File: src/rtl/cart_bank_pkg.sv
package cart_bank_pkg;

    localparam int ADDR_W     = 16;
    localparam int DATA_W     = 8;
    localparam int PAGE_W     = 14;
    localparam int BANK_W     = 5;
    localparam int NUM_HALVES = 2;
    localparam int HALF_SEL_W = $clog2(NUM_HALVES);
    localparam int TAG_W      = ADDR_W - PAGE_W - HALF_SEL_W;

    typedef enum logic [1:0] {
        MAP_NONE   = 2'd0,
        MAP_RAM_RW = 2'd1,
        MAP_RAM_RO = 2'd2,
        MAP_ROM    = 2'd3
    } map_mode_e;

    typedef struct packed {
        map_mode_e          mode;
        logic [BANK_W-1:0]  bank;
    } half_cfg_t;

    localparam int CFG_W = $bits(half_cfg_t);

    localparam half_cfg_t CFG_RESET = '{mode: MAP_ROM, bank: '0};

    typedef struct packed {
        logic                       hit;
        logic [HALF_SEL_W-1:0]      half;
        logic [PAGE_W-1:0]          offset;
    } win_dec_t;

    typedef struct packed {
        logic rom_ce;
        logic ram_ce;
        logic oe;
        logic we;
    } mem_ctl_t;

    function automatic logic [DATA_W-1:0] pack_cfg(input half_cfg_t c);
        logic [DATA_W-1:0] r;
        r = '0;
        r[CFG_W-1:0] = c;
        return r;
    endfunction

    function automatic mem_ctl_t gate_mode(input map_mode_e m, input logic rd, input logic wr);
        mem_ctl_t g;
        g = '0;
        case (m)
            MAP_RAM_RW: begin
                g.ram_ce = rd | wr;
                g.oe     = rd;
                g.we     = wr;
            end
            MAP_RAM_RO: begin
                g.ram_ce = rd | wr;
                g.oe     = rd;
            end
            MAP_ROM: begin
                g.rom_ce = rd;
                g.oe     = rd;
            end
            default: g = '0;
        endcase
        return g;
    endfunction

endpackage

File: src/rtl/cart_strobe_capture.sv
module cart_strobe_capture
    import cart_bank_pkg::*;
#(
    parameter logic [ADDR_W-1:0] REG_BASE = 16'hBFFE
) (
    input  logic                  clk,
    input  logic                  rst,
    input  logic [ADDR_W-1:0]     bus_addr,
    input  logic [DATA_W-1:0]     bus_wdata,
    input  logic                  bus_wr_n,
    output logic                  commit,
    output logic [HALF_SEL_W-1:0] commit_half,
    output half_cfg_t             commit_cfg
);

    logic                  wr_n_q;
    logic                  pend_hit;
    logic [HALF_SEL_W-1:0] pend_half;
    half_cfg_t             pend_cfg;
    logic                  reg_hit;
    logic [DATA_W-CFG_W-1:0] unused_wdata_hi;

    assign reg_hit = (bus_addr[ADDR_W-1:HALF_SEL_W] == REG_BASE[ADDR_W-1:HALF_SEL_W]);
    assign unused_wdata_hi = bus_wdata[DATA_W-1:CFG_W];

    always_ff @(posedge clk) begin
        if (rst) begin
            wr_n_q    <= 1'b1;
            pend_hit  <= 1'b0;
            pend_half <= '0;
            pend_cfg  <= CFG_RESET;
        end else begin
            wr_n_q <= bus_wr_n;
            if (!bus_wr_n) begin
                pend_hit  <= reg_hit;
                pend_half <= bus_addr[HALF_SEL_W-1:0];
                pend_cfg  <= half_cfg_t'(bus_wdata[CFG_W-1:0]);
            end
        end
    end

    assign commit      = bus_wr_n && !wr_n_q && pend_hit;
    assign commit_half = pend_half;
    assign commit_cfg  = pend_cfg;

endmodule

File: src/rtl/cart_bank_regs.sv
module cart_bank_regs
    import cart_bank_pkg::*;
(
    input  logic                             clk,
    input  logic                             rst,
    input  logic                             commit,
    input  logic [HALF_SEL_W-1:0]            commit_half,
    input  half_cfg_t                        commit_cfg,
    output half_cfg_t [NUM_HALVES-1:0]       cfg_q
);

    for (genvar h = 0; h < NUM_HALVES; h++) begin : g_half
        always_ff @(posedge clk) begin
            if (rst) begin
                cfg_q[h] <= CFG_RESET;
            end else if (commit && (commit_half == HALF_SEL_W'(h))) begin
                cfg_q[h] <= commit_cfg;
            end
        end
    end

endmodule

File: src/rtl/cart_access_decode.sv
module cart_access_decode
    import cart_bank_pkg::*;
#(
    parameter logic [ADDR_W-1:0] REG_BASE = 16'hBFFE,
    parameter logic [TAG_W-1:0]  WIN_TAG  = '0
) (
    input  logic [ADDR_W-1:0]          bus_addr,
    input  logic                       bus_rd_n,
    input  logic                       bus_wr_n,
    input  half_cfg_t [NUM_HALVES-1:0] cfg_q,
    output logic [DATA_W-1:0]          bus_rdata,
    output logic                       bus_rdrive,
    output logic [BANK_W-1:0]          mem_page,
    output logic [PAGE_W-1:0]          mem_offset,
    output logic                       rom_ce_n,
    output logic                       ram_ce_n,
    output logic                       mem_oe_n,
    output logic                       mem_we_n
);

    win_dec_t  dec;
    half_cfg_t sel_cfg;
    mem_ctl_t  ctl;
    logic      reg_hit;

    always_comb begin
        dec.hit    = (bus_addr[ADDR_W-1:PAGE_W+HALF_SEL_W] == WIN_TAG);
        dec.half   = bus_addr[PAGE_W+HALF_SEL_W-1:PAGE_W];
        dec.offset = bus_addr[PAGE_W-1:0];
    end

    assign sel_cfg = cfg_q[dec.half];

    always_comb begin
        if (dec.hit) begin
            ctl = gate_mode(sel_cfg.mode, !bus_rd_n, !bus_wr_n);
        end else begin
            ctl = '0;
        end
    end

    assign mem_page   = dec.hit ? sel_cfg.bank : '0;
    assign mem_offset = dec.offset;
    assign rom_ce_n   = !ctl.rom_ce;
    assign ram_ce_n   = !ctl.ram_ce;
    assign mem_oe_n   = !ctl.oe;
    assign mem_we_n   = !ctl.we;

    assign reg_hit = (bus_addr[ADDR_W-1:HALF_SEL_W] == REG_BASE[ADDR_W-1:HALF_SEL_W]);

    always_comb begin
        bus_rdrive = reg_hit && !bus_rd_n;
        bus_rdata  = bus_rdrive ? pack_cfg(cfg_q[bus_addr[HALF_SEL_W-1:0]]) : '0;
    end

endmodule

File: src/rtl/cart_bank_ctrl.sv
module cart_bank_ctrl
    import cart_bank_pkg::*;
#(
    parameter logic [ADDR_W-1:0] REG_BASE = 16'hBFFE,
    parameter logic [TAG_W-1:0]  WIN_TAG  = '0
) (
    input  logic                clk,
    input  logic                rst,
    input  logic [ADDR_W-1:0]   bus_addr,
    input  logic [DATA_W-1:0]   bus_wdata,
    input  logic                bus_rd_n,
    input  logic                bus_wr_n,
    output logic [DATA_W-1:0]   bus_rdata,
    output logic                bus_rdrive,
    output logic [BANK_W-1:0]   mem_page,
    output logic [PAGE_W-1:0]   mem_offset,
    output logic                rom_ce_n,
    output logic                ram_ce_n,
    output logic                mem_oe_n,
    output logic                mem_we_n
);

    logic                       commit;
    logic [HALF_SEL_W-1:0]      commit_half;
    half_cfg_t                  commit_cfg;
    half_cfg_t [NUM_HALVES-1:0] cfg_q;

    cart_strobe_capture #(.REG_BASE(REG_BASE)) u_capture (
        .clk         (clk),
        .rst         (rst),
        .bus_addr    (bus_addr),
        .bus_wdata   (bus_wdata),
        .bus_wr_n    (bus_wr_n),
        .commit      (commit),
        .commit_half (commit_half),
        .commit_cfg  (commit_cfg)
    );

    cart_bank_regs u_regs (
        .clk         (clk),
        .rst         (rst),
        .commit      (commit),
        .commit_half (commit_half),
        .commit_cfg  (commit_cfg),
        .cfg_q       (cfg_q)
    );

    cart_access_decode #(.REG_BASE(REG_BASE), .WIN_TAG(WIN_TAG)) u_decode (
        .bus_addr   (bus_addr),
        .bus_rd_n   (bus_rd_n),
        .bus_wr_n   (bus_wr_n),
        .cfg_q      (cfg_q),
        .bus_rdata  (bus_rdata),
        .bus_rdrive (bus_rdrive),
        .mem_page   (mem_page),
        .mem_offset (mem_offset),
        .rom_ce_n   (rom_ce_n),
        .ram_ce_n   (ram_ce_n),
        .mem_oe_n   (mem_oe_n),
        .mem_we_n   (mem_we_n)
    );

endmodule

File: config.mk
export PLATFORM = sky130hd
export DESIGN_NAME = cart_bank_ctrl
export DESIGN_NICKNAME = d
export VERILOG_FILES = /design/src/rtl/cart_bank_pkg.sv /design/src/rtl/cart_strobe_capture.sv /design/src/rtl/cart_bank_regs.sv /design/src/rtl/cart_access_decode.sv /design/src/rtl/cart_bank_ctrl.sv
export SDC_FILE = /design/constraint.sdc
export NUM_CORES = 1
export LEC_CHECK = 0
export CAP_MARGIN = 20
export CORE_ASPECT_RATIO = 0.8
export CORE_MARGIN = 4
export CORE_UTILIZATION = 41
export CTS_CLUSTER_SIZE = 8
export DETAILED_ROUTE_END_ITERATION = 7
export PLACE_DENSITY = 0.87
export SLEW_MARGIN = 30
export SYNTH_ARGS = -nofsm -noshare
export SYNTH_HDL_FRONTEND = slang
export SYNTH_SLANG_ARGS = --single-unit
export TNS_END_PERCENT = 20
File: constraint.sdc
create_clock -name clk -period 1.2 [get_ports clk]
set_input_delay 0.12 -clock clk [delete_from_list [all_inputs] [get_ports clk]]
set_output_delay 0.12 -clock clk [all_outputs]
set_load 0.05 [all_outputs]
After elaboration in Yosys (flattened, before gate mapping)
Index checks and enable logic that the tools add are counted.

Output and inout port bits: 32. Word-level logic and storage cells: 42. Register bits: 24. Input bits: 28.

Reduce and logical (&&, ||, !) cells: 14. Bitwise logic cells: 2. Magnitude comparators: 2. Eq/ne operators: 4. Muxes and demuxes: 11.

Operators with widths (number): two-way mux 7 bit (5); equality test 15 bit, second input constant (1); logical NOT 1 bit (7); logical AND 1 bit (5); two-way mux 5 bit (1); equality test 2 bit, second input constant (2); < comparator 1 x 2 -> 1 bit, second input constant (2); two-way mux 1 bit (4); two-way mux 4 bit (1); OR reduction 3 bit (1); equality test 2 x 1 -> 1 bit, second input constant (1); OR reduction 2 bit (1); NOT 1 bit (1); OR 1 bit (1).

Depth between registers and ports, before layout
Depth after elaboration: 7. Depth in mapped cells: 5. Depth with buffers taken out: 4.

Hierarchy
Synthesis repeated with hierarchy kept, for this count alone.

Cell total of the unflattened synthesis: 158. Area, all modules: 1413.9 um^2.

By module, submodules not included: cart_bank_regs (area each 588.1 um^2, sequential area each 280.3 um^2, times used 1, cells each 57); cart_access_decode (area each 447.9 um^2, sequential area each 0.0 um^2, times used 1, cells each 64); cart_strobe_capture (area each 377.9 um^2, sequential area each 200.2 um^2, times used 1, cells each 37).

Worst setup path after synthesis
Ideal clock, no wire load.

Path kind: input to output. Start: in bus_addr[14]. End: out bus_rdata[0]. Required time: 1.080 ns. Arrival: 1.449 ns. Path slack: -0.369 ns. Cell stages on the path: 4. Path buffers: 1. Cells stage by stage: buf_4 and4b_1 nand4_2 nor2_1.

Longest elaborated chain between the ends: 3.

RTL lines: start: declaration (RTL line cart_bank_ctrl.sv:9) `input logic [ADDR_W-1:0] bus_addr,`; equality test 15 bit (RTL line cart_access_decode.sv:49) `assign reg_hit = (bus_addr[ADDR_W-1:HALF_SEL_W] == REG_BASE[ADDR_W-1:HALF_SEL_W]);`; logical AND 1 bit (RTL line cart_access_decode.sv:52) `bus_rdrive = reg_hit && !bus_rd_n;`; two-way mux 7 bit (RTL line cart_access_decode.sv:53) `bus_rdata = bus_rdrive ? pack_cfg(cfg_q[bus_addr[HALF_SEL_W-1:0]]) : '0;`; end: declaration (RTL line cart_bank_ctrl.sv:13) `output logic [DATA_W-1:0] bus_rdata,`.

No other way between the ends.

Final worst setup path
Start: reg, netlist name u_regs.cfg_q[12]. End: out mem_oe_n.

Longest elaborated chain between the ends: 7. Elaborated cells on any way between the ends: 9. Those cells by class: eq/ne (3); mux (4); reduce/logical (2).

RTL lines: two-way mux 7 bit (not written as such) (*) (2 in a row) (RTL line cart_access_decode.sv:32) `assign sel_cfg = cfg_q[dec.half];`; equality test 2 bit / equality test 2 x 1 -> 1 bit (equally long branches) (RTL line cart_bank_pkg.sv:50) `case (m)`; OR reduction 3 bit (no source line) (*); two-way mux 1 bit (*) (RTL line cart_bank_pkg.sv:50); two-way mux 4 bit (*) (RTL line cart_access_decode.sv:35) `if (dec.hit) begin`; logical NOT 1 bit (*) (RTL line cart_access_decode.sv:46) `assign mem_oe_n = !ctl.oe;`; end: declaration (RTL line cart_bank_ctrl.sv:19) `output logic mem_oe_n,`.

Every way passes the cells marked *; elsewhere a longest branch is shown, timed or not. The select of a mux whose other input is x is not followed.

==> impl_summary.log <==
INFO  metric ys_seq_elements = 24
INFO  metric synth.yosys.warnings = 0
INFO  metric timing.final.max_slew_violations = 0
INFO  metric number_of_buffers_added_by_the_clock_tree_synthesis_step = 3
INFO  metric proportion_of_synthesized_chip_area_in_sequential_cells = 36.3%
INFO  metric critical_path.endpoint_type = primary output
INFO  metric power.switching = 0.000511 W
INFO  metric cp_cell_sequence = mux2i_4 -> ha_4 -> or3_4 -> buf_8
INFO  metric synth.lib_cells_used.distinct = 24
INFO  metric post_synthesis_net_count = 176
INFO  metric overflow = 0
INFO  metric effective_utilization_at_floorplan = a little over two fifths
INFO  metric clockBufferDepth = 2
INFO  metric arrival = 1.43 ns
INFO  metric dieWidth = 71.6 um
INFO  metric clock-root-buffer = sky130_fd_sc_hd__clkbuf_8
INFO  metric worst_clock_skew = 0.00301 ns
INFO  metric syn_to_final_growth = 97.3%
INFO  metric clock_latency = 0.27 ns
INFO  metric antenna_left = 0
INFO  metric critical_setup_path_kind = reg2out
INFO  metric die_h = 58.8 um
INFO  metric via_count = 1348
INFO  metric grt_setup_unrepaired = true
INFO  metric dpl_cell_area = 2400 um2
INFO  metric async_reset_ff_share = 0%
INFO  metric seqPwrFrac = 44.1%
INFO  metric violations = negative setup slack
INFO  metric power_switching_share = 27.2%
INFO  metric antenna_found_initial = 0
INFO  metric final.hold.worst_slack = 0.321 ns
INFO  metric drtIter0Drc = 29
INFO  metric vias_per_inst = 5.16
INFO  metric maximum_level_of_the_cts_h_tree = 1
INFO  metric gr-usage-all-layers = 22.5%
INFO  metric clkSinkCount = 24
INFO  metric postLayoutCellArea = between 2000 and 3000 um2
INFO  metric floorplan.rows = 18
INFO  metric path_max_fanout = 2
INFO  metric tritoncts = done
INFO  metric irDropWorstVdd = just over 0.7 mV
INFO  metric cap_violations = 0
INFO  metric power_frac_comb = 26.8%
INFO  metric cp_slowest_cell = sky130_fd_sc_hd__dfxtp_2
INFO  metric setup.worst_path.start_class = flop
INFO  metric synth_area = 1330 um2
INFO  metric maxClockFrequency = 646 MHz
INFO  metric hold_viol_final = 0
INFO  metric grt_first_pass_wirelength = 7070 um
INFO  metric vias_in_the_first_global_route = 1441
INFO  metric route.detailed.wl_per_inst = 18.3 um
INFO  metric cts.reportedPaths.clkPinSlew = 0.08 ns
INFO  metric largest_net_degree_at_the_start_of_global_routing = 16
INFO  metric power_leakage = 1.16 nW
INFO  metric die_area = 4210 um2
INFO  metric synthFlopType = sky130_fd_sc_hd__dfxtp_1
INFO  metric post-route-min-period = between 1.5 and 2 ns
INFO  metric critPathMaxStageDelay = approximately 0.36 ns
INFO  metric design.portCount = 60
INFO  metric layout_worst_path_cycle_share = 129%
INFO  metric report.final.setup_viol = 11
INFO  metric gp_routability_congestion = 0.815
INFO  metric synthesis.instances = 145
INFO  metric detailedRoute.firstPassIterationCount = 4
INFO  metric syn_avg_cell_area = 9.14 um2
INFO  metric dp_hpwl = 3240 um
INFO  metric portBuffers = 57
INFO  metric critPathRequiredTime = approximately 1.1 ns
INFO  metric final.setup.worst_slack = -0.349 ns
INFO  metric internal-power = ~0.0014 W
INFO  metric drc = 0
INFO  metric num_antenna_cells = 0
INFO  metric worst_hold_path_type = in2reg
INFO  metric run_status = finished, violations left
INFO  metric nets = about 250
INFO  metric power.density = 718 nW/um2
INFO  metric synth-edff-count = 0
INFO  metric final_layout_size_suffix_gt1_share = 58.8%
INFO  metric drt_wl_total = 4770 um
INFO  metric share_clk_of_total_power = 29.1%
INFO  metric core-area = approximately 3000 um2
## routing by layer
layer,part of all wire (%),GRT usage (%),vias up
met1,39,24.3,630
met4,3.1,11.0,0
met2,49,41.9,74
met5,0,0,-
met3,8.4,4.44,15
li1,-,-,629
## worst max-delay path: cells and delay by family (launching register included)
family | cells | cell delay [ns]
flops | 1 | 0.36
simple gates | 1 | 0.36
fa+ha+maj | 1 | 0.18
buf+inv | 1 | 0.17
mux | 1 | 0.09
## path summary, 6_finish.rpt
| check | from | to | slack (ns) | cells after the start |
|---|---|---|---|---|
| worst max register to register | u_capture.commit_half$_SDFFE_PP0N_ | u_regs.cfg_q[0]$_SDFFE_PP0P_ | 0.01 | 4 |
| worst min register to register | u_capture.commit_cfg[5]$_SDFFE_PP1N_ | u_capture.commit_cfg[5]$_SDFFE_PP1N_ | 0.52 | 1 |
| worst min-delay path | bus_addr[12] | u_capture.pend_hit$_SDFFE_PP0N_ | 0.32 | 4 |
| worst max-delay path | u_regs.cfg_q[12]$_SDFFE_PP1P_ | mem_oe_n | -0.35 | 4 |
## cell type report
cell class                 instances  area, um2
inverter                           5       18.8
clock buffer                       4       55.1
multi-input combinational         93        843
fill                             154        472
tap                               40       50.0
timing repair buffer              95       1150
sequential                        24        492
## metrics by stage
step                total power [W]  util (%)  setup WS [ns]  setup TNS (ns)  cells
CTS                         0.00187      82.8         -0.307           -1.72    258
finish                      0.00188      84.7         -0.349           -1.51    261
global route                0.00195      84.7         -0.384           -2.17    261
floorplan                   0.00108         -        -0.0751          -0.514    145
detailed placement          0.00133      77.9         -0.531          -10.74    247
global placement            0.00132      77.9         -0.422           -9.00    247
## cells in the final DEF, fill, tap and decap left out, types with 2 or more instances in the layout
master                            Yosys  final
sky130_fd_sc_hd__clkdlybuf4s15_2      0      2
sky130_fd_sc_hd__inv_1                4      4
sky130_fd_sc_hd__dfxtp_1             24     15
sky130_fd_sc_hd__clkdlybuf4s50_1      0      8
sky130_fd_sc_hd__mux2i_1             30     24
sky130_fd_sc_hd__nand3_1              2      2
sky130_fd_sc_hd__clkbuf_8             0      4
sky130_fd_sc_hd__nor2b_1              4      4
sky130_fd_sc_hd__buf_4               17     32
sky130_fd_sc_hd__nor2_2               0      4
sky130_fd_sc_hd__clkbuf_2             0      5
sky130_fd_sc_hd__a211o_1              6      6
sky130_fd_sc_hd__buf_6                0      3
sky130_fd_sc_hd__and4_4               0      2
sky130_fd_sc_hd__nand2_1              4      2
sky130_fd_sc_hd__nor2_4               0      7
sky130_fd_sc_hd__nand2_2              0      2
sky130_fd_sc_hd__mux2i_4              0      5
sky130_fd_sc_hd__ha_2                 0      2
sky130_fd_sc_hd__buf_2                3      9
sky130_fd_sc_hd__dfxtp_2              0      9
sky130_fd_sc_hd__nor2_1              32     21
sky130_fd_sc_hd__buf_12               0     34
## flip-flops by register name, summed over array words and instances, names as in the netlist
signal	flops
u_regs.cfg_q	14
u_capture.commit_cfg	7
u_capture.commit_half	1
u_capture.pend_hit	1
u_capture.wr_n_q	1
## power by group through the flow
stage	clock, W	sequential, W	combinational [W]
floorplan	0	0.000842	0.000233
global placement	0	0.000845	0.000472
detailed placement	0	0.000847	0.000484
CTS	0.000558	0.000828	0.000488
global route	0.000594	0.000831	0.000522
finish	0.000546	0.000828	0.000502
## synth_stat cells (2+ instances only)
library cell / number / area (um2)
sky130_fd_sc_hd__and4_1: 2 / 17.5
sky130_fd_sc_hd__nand3_1: 2 / 10.0
sky130_fd_sc_hd__buf_4: 17 / 128
sky130_fd_sc_hd__inv_1: 4 / 15.0
sky130_fd_sc_hd__buf_2: 3 / 15.0
sky130_fd_sc_hd__nor2_1: 32 / 120
sky130_fd_sc_hd__nand2_1: 4 / 15.0
sky130_fd_sc_hd__clkbuf_1: 2 / 7.51
sky130_fd_sc_hd__ha_1: 3 / 37.5
sky130_fd_sc_hd__a211o_1: 6 / 52.6
sky130_fd_sc_hd__nor2b_1: 4 / 25.0
sky130_fd_sc_hd__dfxtp_1: 24 / 480
sky130_fd_sc_hd__mux2i_1: 30 / 300
sky130_fd_sc_hd__and4b_1: 2 / 20.0
## logic make-up after synthesis
logic type      after synthesis  share of synthesized area [%]
compound gates                7                           5.19
fa+ha+maj                     3                           2.83
buf+inv                      28                           13.0
flops                        24                           36.3
mux                          30                           22.7
other cells                   1                          0.283
simple gates                 52                           19.7
## what timing repair did
action	in CTS	in global routing
setup endpoints to repair	22	28
pin swaps	10	7
setup buffers	7	3
resized for setup	80	28
hold buffers	0	0
(Power assumes the default switching activity.)
